File: src/rtl/dtmr_pkg.sv
package dtmr_pkg;
  typedef enum logic [3:0] {
    RI_PB       = 4'd0,
    RI_PA       = 4'd1,
    RI_PB_DIR   = 4'd2,
    RI_PA_DIR   = 4'd3,
    RI_T1_CLO   = 4'd4,
    RI_T1_CHI   = 4'd5,
    RI_T1_LLO   = 4'd6,
    RI_T1_LHI   = 4'd7,
    RI_T2_CLO   = 4'd8,
    RI_T2_CHI   = 4'd9,
    RI_SHIFT    = 4'd10,
    RI_AUX      = 4'd11,
    RI_PCTL     = 4'd12,
    RI_FLAGS    = 4'd13,
    RI_ENABLES  = 4'd14,
    RI_SPARE    = 4'd15
  } reg_idx_e;

  localparam int unsigned FLG_SHIFT = 2;
  localparam int unsigned FLG_T2    = 5;
  localparam int unsigned FLG_T1    = 6;
  localparam logic [1:0]  AUX_FREE_RUN = 2'b01;
endpackage

File: src/rtl/dtmr_counter.sv
module dtmr_counter #(
  parameter int unsigned CNT_W    = 16,
  parameter bit          CONT_CAP = 1'b1
) (
  input  logic             clk,
  input  logic             rst_n,
  input  logic             tick_i,
  input  logic             load_i,
  input  logic [CNT_W-1:0] load_val_i,
  input  logic [CNT_W-1:0] reload_i,
  input  logic             cont_i,
  output logic [CNT_W-1:0] cnt_o,
  output logic             fire_o
);
  localparam logic [CNT_W-1:0] ONE = CNT_W'(1);

  logic [CNT_W-1:0] cnt_q, cnt_d;
  logic             armed_q, armed_d;
  logic             cont_eff;
  logic             fire;

  generate
    if (CONT_CAP) begin : g_free_run
      assign cont_eff = cont_i;
    end else begin : g_single
      assign cont_eff = cont_i & 1'b0;
    end
  endgenerate

  always_comb begin
    cnt_d   = cnt_q;
    armed_d = armed_q;
    fire    = 1'b0;
    if (load_i) begin
      cnt_d   = load_val_i;
      armed_d = 1'b1;
    end else if (tick_i) begin
      if (cont_eff && (cnt_q == '1)) cnt_d = reload_i;
      else                           cnt_d = cnt_q - ONE;
      if ((cnt_d == '0) && (armed_q || cont_eff)) begin
        fire    = 1'b1;
        armed_d = 1'b0;
      end
    end
  end

  always_ff @(posedge clk or negedge rst_n) begin
    if (!rst_n) begin
      cnt_q   <= '0;
      armed_q <= 1'b0;
    end else if (load_i || tick_i) begin
      cnt_q   <= cnt_d;
      armed_q <= armed_d;
    end
  end

  assign cnt_o  = cnt_q;
  assign fire_o = fire;

  p_hold_r5: assert property (@(posedge clk) disable iff (!rst_n)
    (!tick_i && !load_i) |=> $stable(cnt_q));
  p_step_r5: assert property (@(posedge clk) disable iff (!rst_n)
    (tick_i && !load_i && (cnt_q != '0) && (cnt_q != '1)) |=> (cnt_q == $past(cnt_q) - ONE));
  p_load_r4: assert property (@(posedge clk) disable iff (!rst_n)
    load_i |=> (cnt_q == $past(load_val_i)));
  p_fire_at_zero_r6: assert property (@(posedge clk) disable iff (!rst_n)
    fire_o |=> (cnt_q == '0));
endmodule

File: src/rtl/dtmr_irq.sv
module dtmr_irq #(
  parameter int unsigned BYTE_W = 8
) (
  input  logic              clk,
  input  logic              rst_n,
  input  logic [BYTE_W-2:0] set_i,
  input  logic [BYTE_W-2:0] clr_i,
  input  logic              ier_we_i,
  input  logic [BYTE_W-1:0] ier_wdata_i,
  output logic [BYTE_W-2:0] flags_o,
  output logic [BYTE_W-2:0] enables_o,
  output logic              irq_o
);
  import dtmr_pkg::*;
  localparam int unsigned NFLG = BYTE_W - 1;
  localparam logic [NFLG-1:0] SRC_MASK =
    (NFLG'(1) << FLG_SHIFT) | (NFLG'(1) << FLG_T2) | (NFLG'(1) << FLG_T1);

  logic [NFLG-1:0] flg_q, flg_d, ier_q, ier_d;

  always_comb begin
    flg_d = (flg_q & ~clr_i) | set_i;
    if (ier_wdata_i[BYTE_W-1]) ier_d = ier_q | ier_wdata_i[NFLG-1:0];
    else                       ier_d = ier_q & ~ier_wdata_i[NFLG-1:0];
  end

  always_ff @(posedge clk or negedge rst_n) begin
    if (!rst_n) begin
      flg_q <= '0;
      ier_q <= '0;
    end else begin
      if ((|set_i) || (|clr_i)) flg_q <= flg_d;
      if (ier_we_i)             ier_q <= ier_d;
    end
  end

  assign flags_o   = flg_q;
  assign enables_o = ier_q;
  assign irq_o     = |(flg_q & ier_q & SRC_MASK);

  p_set_wins_r13: assert property (@(posedge clk) disable iff (!rst_n)
    (|set_i) |=> ((flg_q & $past(set_i)) == $past(set_i)));
  p_clear_r10: assert property (@(posedge clk) disable iff (!rst_n)
    (|clr_i) |=> ((flg_q & $past(clr_i & ~set_i)) == '0));
  p_ier_or_r11: assert property (@(posedge clk) disable iff (!rst_n)
    (ier_we_i && ier_wdata_i[BYTE_W-1]) |=>
      ((ier_q & $past(ier_wdata_i[NFLG-1:0])) == $past(ier_wdata_i[NFLG-1:0])));
  p_irq_needs_pair_r12: assert property (@(posedge clk) disable iff (!rst_n)
    irq_o |-> ((flg_q & ier_q) != '0));
endmodule

File: src/rtl/dtmr_port.sv
module dtmr_port #(
  parameter int unsigned     W       = 8,
  parameter logic [W-1:0]    DIR_RST = '0
) (
  input  logic         clk,
  input  logic         rst_n,
  input  logic         dat_we_i,
  input  logic         dir_we_i,
  input  logic [W-1:0] wdata_i,
  output logic [W-1:0] dat_o,
  output logic [W-1:0] dir_o
);
  logic [W-1:0] dat_q, dat_d, dir_q;

  always_comb dat_d = (dat_q & ~dir_q) | (wdata_i & dir_q);

  always_ff @(posedge clk or negedge rst_n) begin
    if (!rst_n) begin
      dat_q <= '0;
      dir_q <= DIR_RST;
    end else begin
      if (dat_we_i) dat_q <= dat_d;
      if (dir_we_i) dir_q <= wdata_i;
    end
  end

  assign dat_o = dat_q;
  assign dir_o = dir_q;

  p_dir_guard_r2: assert property (@(posedge clk) disable iff (!rst_n)
    dat_we_i |=> (((dat_q ^ $past(dat_q)) & ~$past(dir_q)) == '0));
endmodule

File: src/rtl/dual_timer_periph.sv
module dual_timer_periph #(
  parameter int unsigned BYTE_W = 8,
  parameter int unsigned IDX_W  = 4
) (
  input  logic              clk,
  input  logic              rst_n,
  input  logic              tick_en,
  input  logic [IDX_W-1:0]  bus_idx,
  input  logic              bus_wr,
  input  logic              bus_rd,
  input  logic [BYTE_W-1:0] bus_wdata,
  output logic [BYTE_W-1:0] bus_rdata,
  output logic              irq,
  output logic [BYTE_W-1:0] pb_out,
  output logic [BYTE_W-1:0] pa_out
);
  import dtmr_pkg::*;
  localparam int unsigned CNT_W  = 2 * BYTE_W;
  localparam int unsigned NREG   = 1 << IDX_W;
  localparam int unsigned NFLG   = BYTE_W - 1;
  localparam int unsigned NPORT  = 2;

  // reset: asynchronous assert, synchronous release
  logic rst_meta_q, rst_sync_q;
  always_ff @(posedge clk or negedge rst_n) begin
    if (!rst_n) begin
      rst_meta_q <= 1'b0;
      rst_sync_q <= 1'b0;
    end else begin
      rst_meta_q <= 1'b1;
      rst_sync_q <= rst_meta_q;
    end
  end

  reg_idx_e        idx;
  logic [NREG-1:0] wr_sel;
  assign idx    = reg_idx_e'(bus_idx);
  assign wr_sel = bus_wr ? (NREG'(1) << bus_idx) : '0;

  logic rd_t1_lo, rd_t2_lo, rd_shift;
  assign rd_t1_lo = bus_rd && (idx == RI_T1_CLO);
  assign rd_t2_lo = bus_rd && (idx == RI_T2_CLO);
  assign rd_shift = bus_rd && (idx == RI_SHIFT);

  // parallel ports: data at index p, direction at index p+2
  logic [BYTE_W-1:0] port_dat [NPORT];
  logic [BYTE_W-1:0] port_dir [NPORT];
  generate
    for (genvar p = 0; p < NPORT; p++) begin : g_port
      dtmr_port #(
        .W       (BYTE_W),
        .DIR_RST ((p == 0) ? {BYTE_W{1'b1}} : {BYTE_W{1'b0}})
      ) u_port (
        .clk      (clk),
        .rst_n    (rst_sync_q),
        .dat_we_i (wr_sel[p]),
        .dir_we_i (wr_sel[p+NPORT]),
        .wdata_i  (bus_wdata),
        .dat_o    (port_dat[p]),
        .dir_o    (port_dir[p])
      );
    end
  endgenerate
  assign pb_out = port_dat[0];
  assign pa_out = port_dat[1];

  // timer latches
  logic [CNT_W-1:0] t1_lat_q, t1_lat_d, t2_lat_q, t2_lat_d;
  always_comb begin
    t1_lat_d = t1_lat_q;
    t2_lat_d = t2_lat_q;
    if (wr_sel[RI_T1_CLO] || wr_sel[RI_T1_LLO]) t1_lat_d[BYTE_W-1:0]     = bus_wdata;
    if (wr_sel[RI_T1_CHI] || wr_sel[RI_T1_LHI]) t1_lat_d[CNT_W-1:BYTE_W] = bus_wdata;
    if (wr_sel[RI_T2_CLO])                      t2_lat_d[BYTE_W-1:0]     = bus_wdata;
    if (wr_sel[RI_T2_CHI])                      t2_lat_d[CNT_W-1:BYTE_W] = bus_wdata;
  end

  always_ff @(posedge clk or negedge rst_sync_q) begin
    if (!rst_sync_q) begin
      t1_lat_q <= '1;
      t2_lat_q <= '1;
    end else begin
      if (wr_sel[RI_T1_CLO] || wr_sel[RI_T1_LLO] || wr_sel[RI_T1_CHI] || wr_sel[RI_T1_LHI])
        t1_lat_q <= t1_lat_d;
      if (wr_sel[RI_T2_CLO] || wr_sel[RI_T2_CHI])
        t2_lat_q <= t2_lat_d;
    end
  end

  // storage-only bytes and aux control
  logic [BYTE_W-1:0] shift_q, aux_q, pctl_q, spare_q;
  always_ff @(posedge clk or negedge rst_sync_q) begin
    if (!rst_sync_q) begin
      shift_q <= '0;
      aux_q   <= '0;
      pctl_q  <= '0;
      spare_q <= '0;
    end else begin
      if (wr_sel[RI_SHIFT]) shift_q <= bus_wdata;
      if (wr_sel[RI_AUX])   aux_q   <= bus_wdata;
      if (wr_sel[RI_PCTL])  pctl_q  <= bus_wdata;
      if (wr_sel[RI_SPARE]) spare_q <= bus_wdata;
    end
  end

  logic t1_free;
  assign t1_free = (aux_q[BYTE_W-1:BYTE_W-2] == AUX_FREE_RUN);

  logic [CNT_W-1:0] t1_cnt, t2_cnt;
  logic             t1_fire, t2_fire;

  dtmr_counter #(.CNT_W(CNT_W), .CONT_CAP(1'b1)) u_t1 (
    .clk        (clk),
    .rst_n      (rst_sync_q),
    .tick_i     (tick_en),
    .load_i     (wr_sel[RI_T1_CHI]),
    .load_val_i (t1_lat_d),
    .reload_i   (t1_lat_q),
    .cont_i     (t1_free),
    .cnt_o      (t1_cnt),
    .fire_o     (t1_fire)
  );

  dtmr_counter #(.CNT_W(CNT_W), .CONT_CAP(1'b0)) u_t2 (
    .clk        (clk),
    .rst_n      (rst_sync_q),
    .tick_i     (tick_en),
    .load_i     (wr_sel[RI_T2_CHI]),
    .load_val_i (t2_lat_d),
    .reload_i   (t2_lat_q),
    .cont_i     (1'b0),
    .cnt_o      (t2_cnt),
    .fire_o     (t2_fire)
  );

  // flag set and clear sources
  logic [NFLG-1:0] set_vec, clr_vec, flags, enables;
  always_comb begin
    set_vec         = '0;
    set_vec[FLG_T1] = t1_fire;
    set_vec[FLG_T2] = t2_fire;
    clr_vec         = '0;
    clr_vec[FLG_T1] = wr_sel[RI_T1_CHI] || wr_sel[RI_T1_LHI] || rd_t1_lo;
    clr_vec[FLG_T2] = wr_sel[RI_T2_CHI] || rd_t2_lo;
    if (rd_shift) begin
      clr_vec[FLG_SHIFT]   = 1'b1;
      clr_vec[FLG_SHIFT+1] = 1'b1;
      clr_vec[FLG_SHIFT+2] = 1'b1;
    end
    if (wr_sel[RI_FLAGS]) clr_vec = clr_vec | bus_wdata[NFLG-1:0];
  end

  dtmr_irq #(.BYTE_W(BYTE_W)) u_irq (
    .clk         (clk),
    .rst_n       (rst_sync_q),
    .set_i       (set_vec),
    .clr_i       (clr_vec),
    .ier_we_i    (wr_sel[RI_ENABLES]),
    .ier_wdata_i (bus_wdata),
    .flags_o     (flags),
    .enables_o   (enables),
    .irq_o       (irq)
  );

  always_comb begin
    case (idx)
      RI_PB:      bus_rdata = port_dat[0];
      RI_PA:      bus_rdata = port_dat[1];
      RI_PB_DIR:  bus_rdata = port_dir[0];
      RI_PA_DIR:  bus_rdata = port_dir[1];
      RI_T1_CLO:  bus_rdata = t1_cnt[BYTE_W-1:0];
      RI_T1_CHI:  bus_rdata = t1_cnt[CNT_W-1:BYTE_W];
      RI_T1_LLO:  bus_rdata = t1_lat_q[BYTE_W-1:0];
      RI_T1_LHI:  bus_rdata = t1_lat_q[CNT_W-1:BYTE_W];
      RI_T2_CLO:  bus_rdata = t2_cnt[BYTE_W-1:0];
      RI_T2_CHI:  bus_rdata = t2_cnt[CNT_W-1:BYTE_W];
      RI_SHIFT:   bus_rdata = shift_q;
      RI_AUX:     bus_rdata = aux_q;
      RI_PCTL:    bus_rdata = pctl_q;
      RI_FLAGS:   bus_rdata = {|(flags & enables), flags};
      RI_ENABLES: bus_rdata = {1'b1, enables};
      default:    bus_rdata = spare_q;
    endcase
  end

  p_t1_free_reload_r7: assert property (@(posedge clk) disable iff (!rst_sync_q)
    (t1_free && tick_en && !wr_sel[RI_T1_CHI] && (t1_cnt == '1)) |=> (t1_cnt == $past(t1_lat_q)));
endmodule

File: config.mk
export PLATFORM = sky130hd
export DESIGN_NAME = dual_timer_periph
export DESIGN_NICKNAME = d
export VERILOG_FILES = /design/src/rtl/dtmr_pkg.sv /design/src/rtl/dtmr_counter.sv /design/src/rtl/dtmr_irq.sv /design/src/rtl/dtmr_port.sv /design/src/rtl/dual_timer_periph.sv
export SDC_FILE = /design/constraint.sdc
export NUM_CORES = 1
export LEC_CHECK = 0
export ABC_AREA = 1
export BUFFER_PORTS_ARGS = -buffer_cell sky130_fd_sc_hd__buf_4
export CORE_ASPECT_RATIO = 0.7
export CORE_MARGIN = 4
export CORE_UTILIZATION = 55
export CTS_CLUSTER_DIAMETER = 50
export DETAILED_ROUTE_END_ITERATION = 10
export PLACE_DENSITY = 0.73
export RECOVER_POWER = 50
export SKIP_LAST_GASP = 1
export SYNTH_ARGS = -nofsm -noshare
export SYNTH_HDL_FRONTEND = slang
export SYNTH_SLANG_ARGS = --single-unit
File: constraint.sdc
create_clock -name clk -period 5.7 [get_ports clk]
set_input_delay 0.57 -clock clk [delete_from_list [all_inputs] [get_ports clk]]
set_output_delay 0.57 -clock clk [all_outputs]
set_load 0.02 [all_outputs]
== Yosys cells after proc, flatten, opt, wreduce, memory -nomap -nowiden ==
Cells that the tools add are included.

* Bits in writable memories: 0
* Output and inout bits: 25
* Bits in read-only memories: 0
* Word-level logic and storage cells: 115
* Memories: 0
* Bits in latches: 0
* Bits in registers: 146

* Muxes and demuxes: 30
* Bitwise operators: 16
* Equal/unequal tests: 16
* Shift operators: 1
* Divide/modulo/power cells: 0
* Multipliers: 0
* Add/sub/neg operators: 2
* Reductions and logical operators: 32
* Order comparisons: 0

{| class="wikitable"
|+ Operators by type and width
! operator !! count
|-
| $mux W16 || 10
|-
| $pmux W8 S15 || 1
|-
| $and A8 B8 Y8 || 4
|-
| $logic_not A16 Y1 || 2
|-
| $mux W8 || 4
|-
| $sub A16 B1 Y16 const B || 2
|-
| $eq A4 B4 Y1 const B || 7
|-
| $and A7 B7 Y7 || 3
|-
| $or A7 B7 Y7 || 3
|-
| $eq A16 B16 Y1 const B || 1
|-
| $eq A4 B3 Y1 const B || 4
|-
| $not A8 Y8 || 2
|-
| $or A8 B8 Y8 || 2
|-
| $shl A1 B4 Y16 const A || 1
|-
| $mux W7 || 2
|-
| $not A7 Y7 || 2
|-
| $reduce_or A7 Y1 || 2
|-
| $mux W1 || 12
|-
| $logic_or A1 B1 Y1 || 11
|-
| $eq A4 B2 Y1 const B || 2
|-
| $reduce_bool A2 Y1 || 4
|-
| $logic_and A1 B1 Y1 || 6
|-
| $reduce_and A3 Y1 || 2
|-
| $eq A4 B1 Y1 const B || 1
|-
| 6 further kinds || 7
|}

== Longest topological paths before layout ==
* Depth after elaboration: 12
* Mapped depth: 15

== Hierarchy ==
From an unflattened synthesis, not the netlist that was laid out.

* Cells, all modules: 1218
* Area total of the unflattened synthesis: 8712.1 µm²

{| class="wikitable"
|+ By module, submodules not included
! module !! cells each !! area an instance (µm²) !! instances
|-
| dual_timer_periph || 601 || 4199.0 || 1
|-
| dtmr_counter (u_t1) || 228 || 1415.1 || 1
|-
| dtmr_counter (u_t2) || 178 || 1188.6 || 1
|-
| dtmr_port (g_port[0].u_port) || 75 || 674.4 || 1
|-
| dtmr_port (g_port[1].u_port) || 75 || 664.4 || 1
|-
| dtmr_irq || 61 || 570.5 || 1
|}

== Worst setup path before layout ==
Ideal clock, no wire load.

* Path kind: input -> output
* From: in bus_idx[3]
* To: out bus_rdata[6]
* Path slack: 3625 ps
* Arrival: 1505 ps
* Required time: 5130 ps
* Buffers on the path: 0
* Stages on the path: 9
* Cells stage by stage: inv_2 nand2_1 inv_2 nand2_1 inv_1 nand2_1 o21ai_0 nor3_1 nand4_1

* Longest elaborated chain between the ends: 2
* Elaborated cells on any way between the ends: 16

{| class="wikitable"
|+ Ends and longest elaborated chain
! what !! line !! RTL
|-
| from (decl) || dual_timer_periph.sv:8 || <nowiki>input logic [IDX_W-1:0] bus_idx,</nowiki>
|-
| $eq A4 B4 Y1 (tied with other cells) || dual_timer_periph.sv:166 || <nowiki>case (idx)</nowiki>
|-
| $pmux W8 S15 * || dual_timer_periph.sv:166 ||
|-
| to (decl) || dual_timer_periph.sv:12 || <nowiki>output logic [BYTE_W-1:0] bus_rdata,</nowiki>
|}

Mark *: on every way between the ends. The rest lies on a longest branch, timed or not.

== Worst setup path after layout ==
* From: in bus_idx[1]
* To: out bus_rdata[5]

The elaborated chain is that of the path after synthesis.

==> results.toml <==
[worst_setup_path]
cp.required_ps = 5130
startpoint_type = "input pin"
cpMostUsedCell = "nand2_1"
critPathMaxFanout = 6
worstReg2RegEnd = "u_t1.cnt_o[0]$_DFFE_PN0P_"
path_class = "in -> out"
r2r_cells = 1
critPathMaxStageDelay_ps = 510
r2r_slack_ps = 3550
critical_path.cell_chain = "clkbuf_1 > nor2_1 > nand2_1 > inv_1 > nand2_1 > o21ai_0 > nor4_1 > nand3_1 > buf_4"
crit_family = "simple AND/OR/NAND/NOR gates"
cp_num_buf_inv = 3
crit_arrival_ps = 2360
end_kind = "primary output"
r2r-start = "rst_sync_q$_DFF_PN0_"
cpMaxStageDelayCell = "nor4_1"

[yosys]
syn_area_sq_mm = 0.00748
synthTopCellsByArea = "dfrtp_1, nand2_1, dfstp_2, o21ai_0, inv_1"
synth_cell_types = 43
synth_edf_count = 0
synth_top_area_cell = "dfrtp_1"
ys_seq_area_share_pct = 46.7
synthArstFlopShare_pct = 100
avgSynthCellArea_sq_um = 7.68
synthCells = 974
synth-seq-cells = 138
ys.flop_type = "dfrtp_1"
synthesis.nets = 995
synth_top_area_share_pct = 35.5
ys.warnings.count = 0

[finish]
final_common_cell = "nand2_1"
final_cell_mix = "nand2_1, o21ai_0, dfrtp_1, inv_1, nor2_1"
num-nets-final = 1032
layout-drive-gt1-share_pct = 12.4
antenna_cells = 0
fin_util_pct = 63.9
area_growth_pct = 12.9

[global_routing]
antenna_found_initial = 0
grt_max_degree = 52
grt_pass1_wl_microns = 37600
globalRoute.totalOverflow = 0
grt_pass1_vias = 6475
grt.total_usage_pct = 31.4

[route]
wl_per_cell_microns = 19.5
postRouteAntennaNets = 0
vias = 6982
via_per_inst = 5.78
drcViolationCount = 0
drt-total-wl_microns = 23500
first_pass_iters = 6
drt_iter0_drc = 742

[clocking]
tritoncts = "done"
cts.sinks = 138
root_buffer = "clkbuf_16"
cts_buffer_depth = 2
worstSkewPairLatency_ps = 430
clk_pin_slew_worst_paths_ps = 70
numCtsBuffers = 17
ctsHtreeMaxLevel = 4

[timing]
rsz0062_at_grt = "no"
finalSetupTns_ps = 0
fin_skew_ps = 15.7
fin_crit_ps = 2930
worst_pin_slew_ps = 1630
hold_viol = 0
fmax_mhz = 342
drv_slew = 42
setup_violations = 0
slew_headroom_pct = -8.79
post-route-period-util_pct = 51.3

[power_and_ir_drop]
p_leak_nw = 3.98
vdd_drop_max_mv = 0.229
finalPower_w = 0.00384
power_density_mw_per_mm2 = 455

[floorplan]
die_w_microns = 147
boundaryPins = 42
start_util_pct = 56.6
rows = 35
core-area_sq_mm = 0.0132
die_y_microns = 106
die_area_sq_mm = 0.0156

[worst_hold_path]
holdCritStartpoint = "rst_meta_q$_DFF_PN0_"
min_path_cells = 0
holdPathEnd = "rst_sync_q$_DFF_PN0_"
holdCritPathClass = "reg -> reg"

[placement]
hpwl_microns = 16800
io_buffers = 41
gp_congestion = 0.980

[status]
violations = "capacitance limit, slew limit"
status = "finished, violations left"

[run]
maxCapViolations = 1
Yosys cell counts (2+ instances only):
cell	n
o22ai_1	12
clkbuf_1	13
nand2_4	5
nand2_2	5
a21oi_1	12
dfstp_2	32
o211ai_1	16
dfrtp_1	106
nor4_1	6
or2_2	3
nor4b_1	2
o221ai_1	16
nor2_1	59
inv_2	11
a211oi_1	3
nand4_1	8
xor2_1	15
nand2_1	325
nor2_2	7
a31oi_1	8
buf_4	4
ha_1	4
o2111ai_1	4
buf_2	8
nand3b_1	2
o21ai_1	8
nand3_1	43
o2bb2ai_1	6
nor2_4	5
nor3_1	6
o21ai_0	111
inv_1	98
area by class of cell:
| type | count | area [sq um] |
|---|---|---|
| Fill cell | 1189 | 4780 |
| Tap cell | 185 | 231 |
| Multi-Input combinational cell | 701 | 3420 |
| Clock inverter | 15 | 180 |
| Sequential cell | 138 | 3490 |
| Timing Repair Buffer | 44 | 292 |
| Clock buffer | 17 | 425 |
| Inverter | 109 | 409 |
report_power, final:
part           internal (W)  switching, W
Combinational      0.000388      0.000769
Sequential          0.00126      0.000262
Clock              0.000665      0.000496
Total               0.00232       0.00153
metrics by stage:
stage                     hold WS (ps)  instances  worst slack, ps  instance area (sq um)
final                              353       1209             2770                   8450
after global routing               362       1209             2710                   8450
after CTS                          335       1209             2950                   8520
after detailed placement           330       1176             2970                   7910
after global placement             332       1176             2940                   7910
after floorplan                    274        974             1630                   7480
worst max path at each step:
| stage | to | cells past startpoint | startpoint |
|---|---|---|---|
| after floorplan | async pin | 0 | rst_sync_q$_DFF_PN0_ |
| after global placement | bus_rdata[5] | 10 | bus_idx[2] |
| after detailed placement | bus_rdata[5] | 10 | bus_idx[2] |
| after CTS | bus_rdata[5] | 10 | bus_idx[2] |
| after global routing | bus_rdata[5] | 10 | bus_idx[3] |
| final | bus_rdata[5] | 9 | bus_idx[1] |
cells by family after synthesis:
kind of cell,after synthesis,share of synthesized area [%]
adder cells (fa/ha/maj),4,0.669
buffers and inverters,135,7.21
AO/OA/AOI/OAI,201,16.0
AND/OR/NAND/NOR,479,27.5
XOR/XNOR,16,1.87
flip-flops,138,46.7
other,1,0.0501
layer usage:
layer / vias to the layer above / track usage (%) / part of all wire, %
met3: 38 / 9.24 / 13
met2: 398 / 41.4 / 40
met5: - / 0 / 0
met4: 0 / 7.31 / 1.5
met1: 3267 / 50.2 / 46
li1: 3279 / - / -
what timing repair did:
item	CTS	global route
hold endpoints to repair	2	0
hold buffers	1	0
resized for setup	0	0
buffers inserted	0	0
Power figures use the tool's default switching activity.
